--- config.mk ---
export PLATFORM = sky130hd
export DESIGN_NAME = asram_port
export DESIGN_NICKNAME = d
export VERILOG_FILES = /design/src/rtl/asram_pkg.sv /design/src/rtl/asram_seq.sv /design/src/rtl/asram_dp.sv /design/src/rtl/asram_port.sv
export SDC_FILE = /design/constraint.sdc
export NUM_CORES = 1
export LEC_CHECK = 0
export BUFFER_PORTS_ARGS = -buffer_cell sky130_fd_sc_hd__buf_2
export CAP_MARGIN = 10
export CORE_MARGIN = 2
export CORE_UTILIZATION = 35
export CTS_CLUSTER_DIAMETER = 200
export DETAILED_ROUTE_END_ITERATION = 10
export SLEW_MARGIN = 10
export SYNTH_ARGS = -nofsm -noshare
export SYNTH_HDL_FRONTEND = slang
export SYNTH_SLANG_ARGS = --single-unit
--- constraint.sdc ---
create_clock -name clk -period 2.56 [get_ports clk]
set_input_delay 0.512 -clock clk [delete_from_list [all_inputs] [get_ports clk]]
set_output_delay 0.512 -clock clk [all_outputs]
set_load 0.1 [all_outputs]
--- src/rtl/asram_pkg.sv ---
package asram_pkg;

  typedef enum logic [1:0] {
    ST_IDLE  = 2'd0,
    ST_TURN  = 2'd1,
    ST_WRITE = 2'd2,
    ST_READ  = 2'd3
  } seqState_t;

  // Strobes from sequencer to datapath
  typedef struct packed {
    logic load;      // latch request fields
    logic select;    // memory selected
    logic readEn;    // output enable phase
    logic writeEn;   // write strobe phase
    logic capture;   // last read cycle: sample bus
    logic finishWr;  // last write cycle
  } seqStrobe_t;

  // Minimum time in ps to whole cycles, never below one
  function automatic int cyclesFor(input int timePs, input int periodPs);
    int c;
    c = (timePs + periodPs - 1) / periodPs;
    return (c < 1) ? 1 : c;
  endfunction

  function automatic int maxOf(input int a, input int b);
    return (a > b) ? a : b;
  endfunction

endpackage

--- src/rtl/asram_seq.sv ---
module asram_seq
  import asram_pkg::*;
#(
  parameter int RD_CYC = 7,
  parameter int WR_CYC = 6,
  parameter int TA_CYC = 3
) (
  input  logic       clk,
  input  logic       rstN,
  input  logic       hostReq,
  input  logic       hostWrite,
  output seqStrobe_t strobe
);

  localparam int MAX_CYC = maxOf(maxOf(RD_CYC, WR_CYC), TA_CYC);
  localparam int CNT_W   = $clog2(MAX_CYC + 1);

  seqState_t        state;
  logic [CNT_W-1:0] cnt;
  logic             lastRead;
  logic             cntZero;

  assign cntZero = (cnt == '0);

  always_ff @(posedge clk) begin
    if (!rstN) begin
      state    <= ST_IDLE;
      cnt      <= '0;
      lastRead <= 1'b0;
    end else begin
      case (state)
        ST_IDLE: begin
          if (hostReq) begin
            if (hostWrite) begin
              lastRead <= 1'b0;
              if (lastRead) begin
                state <= ST_TURN;
                cnt   <= CNT_W'(TA_CYC - 1);
              end else begin
                state <= ST_WRITE;
                cnt   <= CNT_W'(WR_CYC - 1);
              end
            end else begin
              state <= ST_READ;
              cnt   <= CNT_W'(RD_CYC - 1);
            end
          end
        end
        ST_TURN: begin
          if (cntZero) begin
            state <= ST_WRITE;
            cnt   <= CNT_W'(WR_CYC - 1);
          end else begin
            cnt <= cnt - 1'b1;
          end
        end
        ST_WRITE: begin
          if (cntZero) state <= ST_IDLE;
          else         cnt   <= cnt - 1'b1;
        end
        ST_READ: begin
          if (cntZero) begin
            state    <= ST_IDLE;
            lastRead <= 1'b1;
          end else begin
            cnt <= cnt - 1'b1;
          end
        end
        default: state <= ST_IDLE;
      endcase
    end
  end

  always_comb begin
    strobe          = '0;
    strobe.load     = (state == ST_IDLE) && hostReq;
    strobe.select   = (state == ST_WRITE) || (state == ST_READ);
    strobe.readEn   = (state == ST_READ);
    strobe.writeEn  = (state == ST_WRITE);
    strobe.capture  = (state == ST_READ) && cntZero;
    strobe.finishWr = (state == ST_WRITE) && cntZero;
  end

  // Turnaround is entered only straight from idle after a read
  AST_TURN_FROM_IDLE: assert property (@(posedge clk) disable iff (!rstN)
    $rose(state == ST_TURN) |-> $past(state) == ST_IDLE && $past(lastRead));

  // Phase counter never exceeds the longest phase
  AST_CNT_RANGE: assert property (@(posedge clk) disable iff (!rstN)
    cnt < CNT_W'(MAX_CYC));

endmodule

--- src/rtl/asram_dp.sv ---
module asram_dp
  import asram_pkg::*;
#(
  parameter int ADDR_W = 17,
  parameter int DATA_W = 16
) (
  input  logic              clk,
  input  logic              rstN,
  input  seqStrobe_t        strobe,
  input  logic [ADDR_W-1:0] hostAddr,
  input  logic [DATA_W-1:0] hostWdata,
  input  logic [DATA_W/8-1:0] hostBe,
  output logic              hostDone,
  output logic              hostRdValid,
  output logic [DATA_W-1:0] hostRdata,
  output logic              memCeN,
  output logic              memCe2,
  output logic              memWeN,
  output logic              memOeN,
  output logic [DATA_W/8-1:0] laneN,
  output logic [ADDR_W-1:0] memAddr,
  input  logic [DATA_W-1:0] memDqIn,
  output logic [DATA_W-1:0] memDqOut,
  output logic              memDqOe
);

  localparam int LANES = DATA_W / 8;

  logic [ADDR_W-1:0] addrQ;
  logic [DATA_W-1:0] wdataQ;
  logic [LANES-1:0]  beQ;
  logic [DATA_W-1:0] rdataQ;
  logic [DATA_W-1:0] laneMask;
  logic              doneQ;
  logic              rdValidQ;

  always_ff @(posedge clk) begin
    if (!rstN) begin
      addrQ  <= '0;
      wdataQ <= '0;
      beQ    <= '0;
    end else if (strobe.load) begin
      addrQ  <= hostAddr;
      wdataQ <= hostWdata;
      beQ    <= hostBe;
    end
  end

  for (genvar l = 0; l < LANES; l++) begin : g_lane
    assign laneMask[l*8 +: 8] = {8{beQ[l]}};
    assign laneN[l]           = !(strobe.select && beQ[l]);

    always_ff @(posedge clk) begin
      if (!rstN)               rdataQ[l*8 +: 8] <= '0;
      else if (strobe.capture) rdataQ[l*8 +: 8] <= beQ[l] ? memDqIn[l*8 +: 8] : 8'h00;
    end
  end

  always_ff @(posedge clk) begin
    if (!rstN) begin
      doneQ    <= 1'b0;
      rdValidQ <= 1'b0;
    end else begin
      doneQ    <= strobe.capture || strobe.finishWr;
      rdValidQ <= strobe.capture;
    end
  end

  assign hostDone    = doneQ;
  assign hostRdValid = rdValidQ;
  assign hostRdata   = rdataQ;
  assign memCeN      = !strobe.select;
  assign memCe2      = strobe.select;
  assign memWeN      = !strobe.writeEn;
  assign memOeN      = !strobe.readEn;
  assign memAddr     = addrQ;
  assign memDqOut    = wdataQ;
  assign memDqOe     = strobe.writeEn;

  AST_DONE_ONE_CYCLE: assert property (@(posedge clk) disable iff (!rstN)
    hostDone |=> !hostDone);

  AST_RDV_WITH_DONE: assert property (@(posedge clk) disable iff (!rstN)
    hostRdValid |-> hostDone);

  AST_MASKED_ZERO: assert property (@(posedge clk) disable iff (!rstN)
    hostRdValid |-> (hostRdata & ~laneMask) == '0);

endmodule

--- src/rtl/asram_port.sv ---
module asram_port
  import asram_pkg::*;
#(
  parameter int CLK_PERIOD_PS = 8000,
  parameter bit FAST_GRADE    = 1'b1,
  parameter int ADDR_W        = 17,
  parameter int DATA_W        = 16
) (
  input  logic              clk,
  input  logic              rstN,
  input  logic              hostReq,
  input  logic              hostWrite,
  input  logic [ADDR_W-1:0] hostAddr,
  input  logic [DATA_W-1:0] hostWdata,
  input  logic [1:0]        hostBe,
  output logic              hostDone,
  output logic              hostRdValid,
  output logic [DATA_W-1:0] hostRdata,
  output logic              memCeN,
  output logic              memCe2,
  output logic              memWeN,
  output logic              memOeN,
  output logic              memLbN,
  output logic              memUbN,
  output logic [ADDR_W-1:0] memAddr,
  input  logic [DATA_W-1:0] memDqIn,
  output logic [DATA_W-1:0] memDqOut,
  output logic              memDqOe
);

  // Grade minimums in ps
  localparam int T_WP  = FAST_GRADE ? 40000 : 50000;
  localparam int T_AW  = FAST_GRADE ? 45000 : 60000;
  localparam int T_BW  = FAST_GRADE ? 45000 : 60000;
  localparam int T_DW  = FAST_GRADE ? 25000 : 30000;
  localparam int T_AA  = FAST_GRADE ? 55000 : 70000;
  localparam int T_OE  = FAST_GRADE ? 25000 : 35000;
  localparam int T_BA  = FAST_GRADE ? 25000 : 35000;
  localparam int T_OHZ = FAST_GRADE ? 20000 : 25000;

  localparam int RD_CYC = cyclesFor(maxOf(T_AA, maxOf(T_OE, T_BA)), CLK_PERIOD_PS);
  localparam int WR_CYC = cyclesFor(maxOf(maxOf(T_WP, T_AW), maxOf(T_BW, T_DW)), CLK_PERIOD_PS);
  localparam int TA_CYC = cyclesFor(T_OHZ, CLK_PERIOD_PS);
  localparam int CHK_W  = $clog2(maxOf(RD_CYC, maxOf(WR_CYC, TA_CYC)) + 2);

  seqStrobe_t strobe;
  logic [1:0] laneN;

  asram_seq #(
    .RD_CYC(RD_CYC),
    .WR_CYC(WR_CYC),
    .TA_CYC(TA_CYC)
  ) u_seq (
    .clk      (clk),
    .rstN     (rstN),
    .hostReq  (hostReq),
    .hostWrite(hostWrite),
    .strobe   (strobe)
  );

  asram_dp #(
    .ADDR_W(ADDR_W),
    .DATA_W(DATA_W)
  ) u_dp (
    .clk        (clk),
    .rstN       (rstN),
    .strobe     (strobe),
    .hostAddr   (hostAddr),
    .hostWdata  (hostWdata),
    .hostBe     (hostBe),
    .hostDone   (hostDone),
    .hostRdValid(hostRdValid),
    .hostRdata  (hostRdata),
    .memCeN     (memCeN),
    .memCe2     (memCe2),
    .memWeN     (memWeN),
    .memOeN     (memOeN),
    .laneN      (laneN),
    .memAddr    (memAddr),
    .memDqIn    (memDqIn),
    .memDqOut   (memDqOut),
    .memDqOe    (memDqOe)
  );

  assign memLbN = laneN[0];
  assign memUbN = laneN[1];

  // Pin-level run counters for the timing checks
  logic [CHK_W-1:0] weRun;
  logic [CHK_W-1:0] oeRun;
  logic [CHK_W-1:0] sinceRead;

  always_ff @(posedge clk) begin
    if (!rstN) begin
      weRun     <= '0;
      oeRun     <= '0;
      sinceRead <= CHK_W'(TA_CYC);
    end else begin
      weRun <= memWeN ? '0 : weRun + 1'b1;
      oeRun <= memOeN ? '0 : oeRun + 1'b1;
      if (!memOeN)                          sinceRead <= '0;
      else if (sinceRead != CHK_W'(TA_CYC)) sinceRead <= sinceRead + 1'b1;
    end
  end

  AST_STANDBY_PINS: assert property (@(posedge clk) disable iff (!rstN)
    memCeN |-> !memCe2 && memWeN && memOeN && memLbN && memUbN && !memDqOe);

  AST_READ_LENGTH: assert property (@(posedge clk) disable iff (!rstN)
    $rose(memOeN) |-> oeRun == CHK_W'(RD_CYC));

  AST_WRITE_LENGTH: assert property (@(posedge clk) disable iff (!rstN)
    $rose(memWeN) |-> weRun == CHK_W'(WR_CYC));

  AST_NO_RD_WR_OVERLAP: assert property (@(posedge clk) disable iff (!rstN)
    !(!memOeN && !memWeN));

  AST_DRIVE_IN_STROBE: assert property (@(posedge clk) disable iff (!rstN)
    memDqOe |-> !memWeN && !memCeN && memCe2);

  AST_TURNAROUND: assert property (@(posedge clk) disable iff (!rstN)
    memDqOe |-> sinceRead >= CHK_W'(TA_CYC));

  AST_ADDR_HELD: assert property (@(posedge clk) disable iff (!rstN)
    (!memCeN && $past(!memCeN)) |-> $stable(memAddr));

endmodule

==> flow_summary.json, run 1 <==
{
  "grt-ovfl-total": 0,
  "syn_to_final_growth_pct": 34.1,
  "rsz0062_at_grt": "no",
  "yosysTopAreaCell": "dfxtp_1",
  "drt-initial-drc-count": 68,
  "synth_top_area_share_pct": 47.7,
  "numCtsBuffers": 9,
  "synth_nets": 331,
  "wl_per_cell_um": 12.3,
  "final_antenna_net_count": 0,
  "period_needed_ns": 2.20,
  "synth_area_um2": 2480,
  "critPathMaxFanout": 13,
  "cts_root_buffer": "clkbuf_8",
  "final-setup-viol-count": 0,
  "grt_pass1_wl_mm": 9.09,
  "antenna_cells": 0,
  "syn_inst": 274,
  "wl_mm": 5.93,
  "max_freq_mhz": 454,
  "clk_pin_slew_ns": 0.07,
  "num_vias": 2182,
  "power.density_nw_per_um2": 860,
  "clockBufferDepth": 2,
  "vias_per_cell": 4.51,
  "cts_setup_buffers": 0,
  "firstDrtPassIters": 4,
  "fin_setup_tns_ns": 0,
  "gp_congestion": 0.798,
  "layout_common_cells": "112 x buf_2, 91 x nand2_1, 59 x dfxtp_1, 38 x a21boi_1",
  "hp-class": "in2reg",
  "track_usage_pct": 15.2,
  "crit_type": "reg2out",
  "critPathMaxStageDelay_ns": 0.71,
  "cts.repair.resized": 0,
  "layout-drive-gt1-share_pct": 41.2,
  "finalHoldViolCount": 0,
  "worstPathCellList": "nand2b_2 -> clkinvlp_4 -> buf_2",
  "slew_violations": 0,
  "rows": 30,
  "grtUsageMet2_pct": 23.8,
  "crit_buf_inv": 2,
  "grt_pass1_vias": 1920,
  "arrival_ns": 1.69,
  "grtUsageMet1_pct": 19.6,
  "p_leak_uw": 0.00151,
  "numClockSinks": 59,
  "layout_commonest_cell": "buf_2",
  "synth_seq_cells": 59,
  "yosysUniqueCellTypes": 38,
  "cp_slowest_cell": "dfxtp_1",
  "synth.area.top_cells": "dfxtp_1 48%, nand2_1 14%, a21boi_1 12%, nand3_2 4.0%, a21boi_2 3.6%",
  "slew-limit-headroom_pct": 53.9,
  "status": "finished clean",
  "synth.yosys.seq_area_share_pct": 47.7,
  "tightest_slew_ns": 0.690,
  "cp-end-kind": "output port",
  "ir_drop_mv": 0.362,
  "fillCellCount": 724,
  "period_share_pct": 86.0,
  "fin_skew_ns": 0.00952,
  "antenna_found_initial": 0,
  "clkLatencyLatePin_ns": 0.33,
  "maxCapViolations": 0,
  "worstSetupStartpointType": "flip-flop",
  "critPathTopFamily": "flip-flops",
  "layout.nets": 440,
  "numPortBuffers": 112,
  "use_met3_pct": 4.71,
  "grt-busiest-layer": "met2",
  "h-tree-depth": 3,
  "initial_core_util_pct": 36.2,
  "cts_tree": "done",
  "hold_buffers": 0,
  "grt_start_max_net_pins": 42,
  "io_pins": 113,
  "die_w_um": 88.1,
  "dpl.hpwl_mm": 4.14,
  "drcViolationCount": 0,
  "dieArea_um2": 7760,
  "ys_warn_count": 0,
  "fin_util_pct": 48.6,
  "fp.dieH_um": 88.1,
  "required_ns": 2.05,
  "core_area_um2": 6830,
  "synth_area_per_cell_um2": 9.04
}
[per-layer routing]
layer / vias up / wire length, µm
met5: - / 0
met4: 0 / 94
met3: 9 / 457
met2: 70 / 2590
met1: 980 / 2780
li1: 1123 / -
[cells by family (layout without fill, tap and decap cells)]
logic type	after synthesis	count (layout)	synth area share, %
AOI/OAI and AO/OA	64	64	21.0
buffers and inverters	25	139	5.86
and+or+nand+nor	123	123	24.1
DFF	59	59	47.7
adders and majority gates	2	2	1.01
xor gates and xnor gates	1	1	0.354
[final cells by class]
cell class	count	area (µm²)	share of cell area [%]
multi-input cells	190	1150	34.7
repair buffers	117	598	18.0
clock buffers	11	141	4.26
inverters	6	26.3	0.792
clock inverters	5	100	3.02
flip-flops and latches	59	1180	35.6
well taps	96	120	3.62
[synthesized netlist by cell type (all sizes together)]
cell type	n
clkbuf	7
buf	12
nor2b	2
a21boi	51
o221a	2
o21ai	3
nand2b	2
nand3	18
o22ai	1
nand2	93
o21a	1
xor2	1
a31oi	1
a22oi	1
ha	2
and2	1
a2bb2oi	1
a21oi	2
nand3b	1
nor3	1
inv	6
and3	2
dfxtp	59
nor2	3
o31a	1
[final timing paths]
check                                  start                               to  slack (ns)  cells after the start
min reg2reg  u_dp.hostRdata[14]$_SDFFE_PN0P_  u_dp.hostRdata[14]$_SDFFE_PN0P_        0.45                      2
max              u_seq.state[1]$_SDFFE_PN0P_                          memDqOe        0.36                      3
max reg2reg      u_seq.state[1]$_SDFFE_PN0P_    u_dp.memDqOut[7]$_SDFFE_PN0P_        0.75                      4
min                             hostAddr[13]    u_dp.memAddr[13]$_SDFFE_PN0P_        0.41                      3
[sequential cells by signal, indices dropped and copies added, names as in the netlist]
register and cells:
u_seq.lastRead 1, u_dp.beQ 2, u_dp.memAddr 17, u_dp.memDqOut 16, u_seq.state 2, u_dp.hostDone 1
u_seq.cnt 3, u_dp.hostRdValid 1, u_dp.hostRdata 16
[where the power goes]
group	total [µW]	switching [µW]	internal [µW]	leakage, µW
Combinational	794	624	170	0.000903
Clock	1030	362	671	0.000123
Sequential	1030	46.7	981	0.000482
[per-stage QoR]
step / area [µm²] / setup WS, ns / power (µW) / hold slack [ns] / instances
6_report: 3320 / 0.359 / 2860 / 0.414 / 484
2_1_floorplan: 2480 / 0.450 / 1710 / 0.446 / 274
5_1_grt: 3320 / 0.261 / 2980 / 0.409 / 484
3_3_place_gp: 3080 / 0.737 / 1850 / 0.436 / 468
4_1_cts: 3320 / 0.333 / 2890 / 0.401 / 484
3_5_place_dp: 3080 / 0.707 / 1850 / 0.440 / 468
[worst reg2reg max path, cell delays in order, from the launching register on]
cell and delay [ns]:
dfxtp_1 0.71, nor2_2 0.17, nand2_2 0.55, nand2_1 0.14, a21boi_1 0.16
Power figures use the tool's default switching activity.
==> inputs of run 2 (changes only) <==
CELL_PAD_IN_SITES_DETAIL_PLACEMENT = 0   (was unset)
CELL_PAD_IN_SITES_GLOBAL_PLACEMENT = 1   (was unset)
PLACE_DENSITY_LB_ADDON = 0.1   (was unset)
==> run 2 against run 1 <==
Compared with the run above:
- combinational power is essentially flat
- first-iteration DRC count grew 13%
- utilization shrank 0.92 points
- critical endpoint unchanged
- critical path depth is the same
- via count grew 0.60%
- fmax grew 0.53%
- wire length grew 1.9%
==> flow_summary.json, run 2 (synthesized netlist as in run 1, its figures left out) <==
{
  "rsz0062_at_grt": "no",
  "cts_tree": "done",
  "critPathMaxFanout": 13,
  "hold_buffers": 0,
  "die_w_um": 88.1,
  "dpl.hpwl_mm": 3.99,
  "layout-drive-gt1-share_pct": 41.1,
  "fp.dieH_um": 88.1,
  "r2r_start": "u_seq.cnt[0]$_SDFFE_PN0P_",
  "crit_path_end": "memDqOe",
  "drcViolationCount": 0,
  "hold_slack_ns": 0.421,
  "io_pins": 113,
  "initial_core_util_pct": 36.2,
  "final-setup-viol-count": 0,
  "final_cell_count_no_fill": 483,
  "slew-limit-headroom_pct": 59.0,
  "p_leak_uw": 0.00148,
  "rows": 30,
  "gp_congestion": 0.726,
  "seqCellArea_um2": 1180,
  "startpoint": "u_seq.state[1]$_SDFFE_PN0P_",
  "grt-ovfl-total": 0,
  "layout.nets": 440,
  "vias_per_cell": 4.54,
  "syn_to_final_growth_pct": 31.5,
  "required_ns": 2.05,
  "critPathTopFamily": "flip-flops",
  "status": "finished clean",
  "fillCellCount": 729,
  "grt_start_max_net_pins": 61,
  "reg2reg_depth": 6,
  "worstSetupStartpointType": "flip-flop",
  "finalHoldViolCount": 0,
  "numCtsBuffers": 9,
  "numClockSinks": 59,
  "crit_buf_inv": 2,
  "hp-class": "in2reg",
  "layout_commonest_cell": "buf_2",
  "cts_setup_buffers": 0,
  "ir_drop_mv": 0.370,
  "antenna_cells": 0,
  "track_usage_pct": 15.8,
  "period_share_pct": 85.5,
  "largest_register_ffs": 17,
  "cp.depth": 3,
  "tightest_slew_ns": 0.615,
  "clockBufferDepth": 2,
  "antenna_found_initial": 0,
  "core_area_um2": 6830,
  "num_vias": 2195,
  "cp-end-kind": "output port",
  "layout_common_cells": "112 x buf_2, 91 x nand2_1, 59 x dfxtp_1, 38 x a21boi_1, 12 x clkbuf_8",
  "max_freq_mhz": 457,
  "total_power_uw": 2580,
  "worstPathCellList": "nand2b_2 -> clkinvlp_4 -> buf_2",
  "firstDrtPassIters": 4,
  "cts.repair.resized": 0,
  "hold_start": "hostWdata[15]",
  "fin_skew_ns": 0.00673,
  "arrival_ns": 1.68,
  "numPortBuffers": 112,
  "cp_slowest_cell": "dfxtp_1",
  "cts_root_buffer": "clkbuf_8",
  "drt-initial-drc-count": 77,
  "wl_per_cell_um": 12.5,
  "slew_violations": 0,
  "clkLatencyLatePin_ns": 0.32,
  "rr_endpoint": "u_dp.hostRdata[3]$_SDFFE_PN0P_",
  "holdPathStages": 3,
  "fin_util_pct": 47.7,
  "critPathMaxStageDelay_ns": 0.71,
  "final_antenna_net_count": 0,
  "grt_pass1_wl_mm": 9.38,
  "power.density_nw_per_um2": 792,
  "h-tree-depth": 3,
  "multiInputGateArea_um2": 1150,
  "crit_type": "reg2out",
  "period_needed_ns": 2.19,
  "dp.cells": 468,
  "dieArea_um2": 7760,
  "grt_pass1_vias": 2001,
  "clk_pin_slew_ns": 0.06,
  "reg2reg_slack_ns": 0.84,
  "maxCapViolations": 0,
  "fin_setup_tns_ns": 0,
  "wl_mm": 6.04
}
run 2: cell types whose count changed in the layout (fill, tap and decap cells not counted), sizes merged:
cell / change
clkbuf: +2
bufinv: -3
run 2: worst min path at each step:
| stage | to | slack [ns] |
|---|---|---|
| 2_1_floorplan | u_seq.cnt[0]$_SDFFE_PN0P_ | 0.45 |
| 3_3_place_gp | u_dp.hostRdata[6]$_SDFFE_PN0P_ | 0.44 |
| 3_5_place_dp | u_dp.hostRdata[13]$_SDFFE_PN0P_ | 0.44 |
| 4_1_cts | u_dp.memAddr[11]$_SDFFE_PN0P_ | 0.40 |
| 5_1_grt | u_dp.memAddr[0]$_SDFFE_PN0P_ | 0.41 |
| 6_report | u_dp.memDqOut[15]$_SDFFE_PN0P_ | 0.42 |
run 2: layout make-up:
| class | instances | share of cell area, % |
|---|---|---|
| Clock buffer | 13 | 5.19 |
| Clock inverter | 2 | 0.307 |
| Inverter | 6 | 0.807 |
| Multi-Input combinational cell | 190 | 35.4 |
| Sequential cell | 59 | 36.3 |
| Tap cell | 96 | 3.69 |
| Timing Repair Buffer | 117 | 18.4 |
run 2: worst reg2reg max path: stages (launching register included):
cell	delay, ns
dfxtp_1	0.31
inv_1	0.09
ha_1	0.17
nor2b_1	0.38
nand3_2	0.39
nand2_1	0.20
a21boi_1	0.08
run 2: metal layers:
| metal | track usage [%] | share of wire, % |
|---|---|---|
| met1 | 20.6 | 46 |
| met2 | 23.8 | 43 |
| met3 | 5.18 | 9.6 |
| met4 | 7.02 | 1.3 |
| met5 | 0 | 0 |
run 2: per-stage QoR:
| step | setup WS (ns) | area [µm²] |
|---|---|---|
| global route | 0.283 | 3260 |
| detailed placement | 0.709 | 3080 |
| CTS | 0.358 | 3260 |
| finish | 0.371 | 3260 |
| floorplan | 0.450 | 2480 |
| global placement | 0.741 | 3080 |
run 2: power by group:
part           internal [µW]  leakage (µW)  switching (µW)  total, µW
Sequential               982      0.000482            46.5       1030
Combinational            170      0.000902             626        796
Clock                    422     0.0000953             334        757
Total                   1570       0.00148            1010       2580
==> inputs of run 3 (changes only) <==
CORE_UTILIZATION = 30   (was 35)
clock period = 1.9 ns   (was 2.56 ns; I/O delays follow)
==> run 3 against run 2 <==
Compared with the run above:
- register-to-register slack got worse by 0.47 ns
- global-route usage down 0.50 points
- clock skew is 0.0012 ns lower
- design area up 3.1%
- cell count rose by 2.7%
- wire length increased by 6.9%
- non-clock buffer count rose by 4
- total power grew 36%
- via count is 2.8% lower
- largest cell class unchanged
==> flow_summary.json, run 3 (synthesized netlist as in run 1, its figures left out) <==
{
  "status": "finished clean",
  "io_pins": 113,
  "clk_pin_slew_ns": 0.07,
  "num_vias": 2133,
  "maxCapViolations": 0,
  "power.density_nw_per_um2": 1050,
  "period_needed_ns": 1.77,
  "layout_common_cells": "109 x buf_2, 91 x nand2_1, 57 x dfxtp_1, 38 x a21boi_1",
  "fin_skew_ns": 0.00552,
  "numClockSinks": 59,
  "grt_pass1_vias": 2073,
  "initial_core_util_pct": 30.6,
  "fillCellCount": 896,
  "fin_util_pct": 41.5,
  "slew-limit-headroom_pct": 66.5,
  "slew_violations": 0,
  "crit_type": "reg2out",
  "grt-ovfl-total": 0,
  "worstPathCellList": "buf_4 -> nand2b_4 -> clkinvlp_4 -> buf_12",
  "grt_start_max_net_pins": 36,
  "rows": 33,
  "period_share_pct": 93.1,
  "antenna_found_initial": 1,
  "worstSetupStartpointType": "flip-flop",
  "clkLatencyLatePin_ns": 0.33,
  "syn_to_final_growth_pct": 35.6,
  "fp.dieH_um": 94.9,
  "cp-end-kind": "output port",
  "p_leak_uw": 0.00152,
  "critPathTopFamily": "flip-flops",
  "dieArea_um2": 9000,
  "rsz0062_at_grt": "no",
  "critPathMaxFanout": 12,
  "critPathMaxStageDelay_ns": 0.53,
  "wl_per_cell_um": 13.0,
  "vias_per_cell": 4.30,
  "required_ns": 1.52,
  "firstDrtPassIters": 4,
  "ir_drop_mv": 0.397,
  "clockBufferDepth": 2,
  "numCtsBuffers": 9,
  "tightest_slew_ns": 0.505,
  "multiInputGateArea_um2": 1160,
  "finalHoldViolCount": 0,
  "die_w_um": 94.9,
  "hp-class": "in2reg",
  "numPortBuffers": 112,
  "gp_congestion": 0.726,
  "wl_mm": 6.46,
  "track_usage_pct": 15.3,
  "final-setup-viol-count": 0,
  "cp_slowest_cell": "dfxtp_2",
  "max_freq_mhz": 565,
  "layout-drive-gt1-share_pct": 41.9,
  "hold_buffers": 0,
  "crit_buf_inv": 3,
  "core_area_um2": 8090,
  "seqCellArea_um2": 1180,
  "drt-initial-drc-count": 81,
  "arrival_ns": 1.39,
  "final_antenna_net_count": 0,
  "layout_commonest_cell": "buf_2",
  "h-tree-depth": 3,
  "grt_pass1_wl_mm": 10.4,
  "layout.nets": 444,
  "cts_tree": "done",
  "dpl.hpwl_mm": 4.45,
  "drcViolationCount": 0,
  "total_power_uw": 3510,
  "cts_root_buffer": "clkbuf_8",
  "largest_register_ffs": 17,
  "antenna_cells": 0
}
[run 3: cell types whose count changed in the layout (fill, tap and decap cells not counted), sizes merged]
cell and delta:
buf +4, clkbuf -1, clkinv +1
[run 3: metrics by stage]
stage | setup slack [ns] | cells | hold WS (ns) | instance area (µm²) | setup TNS, ns
floorplan | -0.000576 | 274 | 0.446 | 2490 | -0.000576
global placement | 0.307 | 481 | 0.436 | 3190 | 0
CTS | 0.0124 | 496 | 0.257 | 3360 | 0
finish | 0.130 | 496 | 0.276 | 3360 | 0
detailed placement | 0.247 | 481 | 0.441 | 3190 | 0
global route | 0.0507 | 496 | 0.257 | 3360 | 0
[run 3: where the power goes]
| part | total, µW | switching (µW) | internal, µW |
|---|---|---|---|
| clock | 969 | 474 | 495 |
| sequential | 1390 | 61.6 | 1320 |
| combinational | 1150 | 860 | 295 |
[run 3: area by class of cell]
cell class	instances	area share, %
Clock buffer	12	4.32
Clock inverter	3	0.447
Inverter	6	0.783
Multi-Input combinational cell	190	34.5
Sequential cell	59	35.3
Tap cell	105	3.91
Timing Repair Buffer	121	20.8
[run 3: repair_timing]
item / CTS / global route
endpoints found under the setup margin: 4 / 1
endpoints found under the hold margin: 0 / 0
setup buffers: 0 / 0
resized for setup: 1 / 1
pin swaps: 0 / 0
[run 3: worst paths after layout]
path | start | end | slack [ns] | cells after the start
max | u_seq.state[1]$_SDFFE_PN0P_ | memDqOe | 0.13 | 4
min | hostWdata[5] | u_dp.memDqOut[5]$_SDFFE_PN0P_ | 0.28 | 3
max reg2reg | u_seq.cnt[0]$_SDFFE_PN0P_ | u_seq.cnt[2]$_SDFFE_PN0P_ | 0.37 | 7
min reg2reg | u_dp.hostRdata[3]$_SDFFE_PN0P_ | u_dp.hostRdata[3]$_SDFFE_PN0P_ | 0.45 | 2
[run 3: layer usage]
layer | GRT usage [%] | wire, µm | up-vias | part of all wire [%]
li1 | - | - | 1133 | -
met1 | 19.2 | 3040 | 922 | 47
met2 | 22.6 | 2770 | 68 | 43
met3 | 6.38 | 533 | 10 | 8.2
met4 | 7.25 | 112 | 0 | 1.7
met5 | 0 | 0 | - | 0
[run 3: tightest hold or removal path, delay by kind of cell]
family | cells | cell delay (ns)
simple gates | 1 | 0.04
buf+inv | 1 | 0.09
compound gates | 1 | 0.04
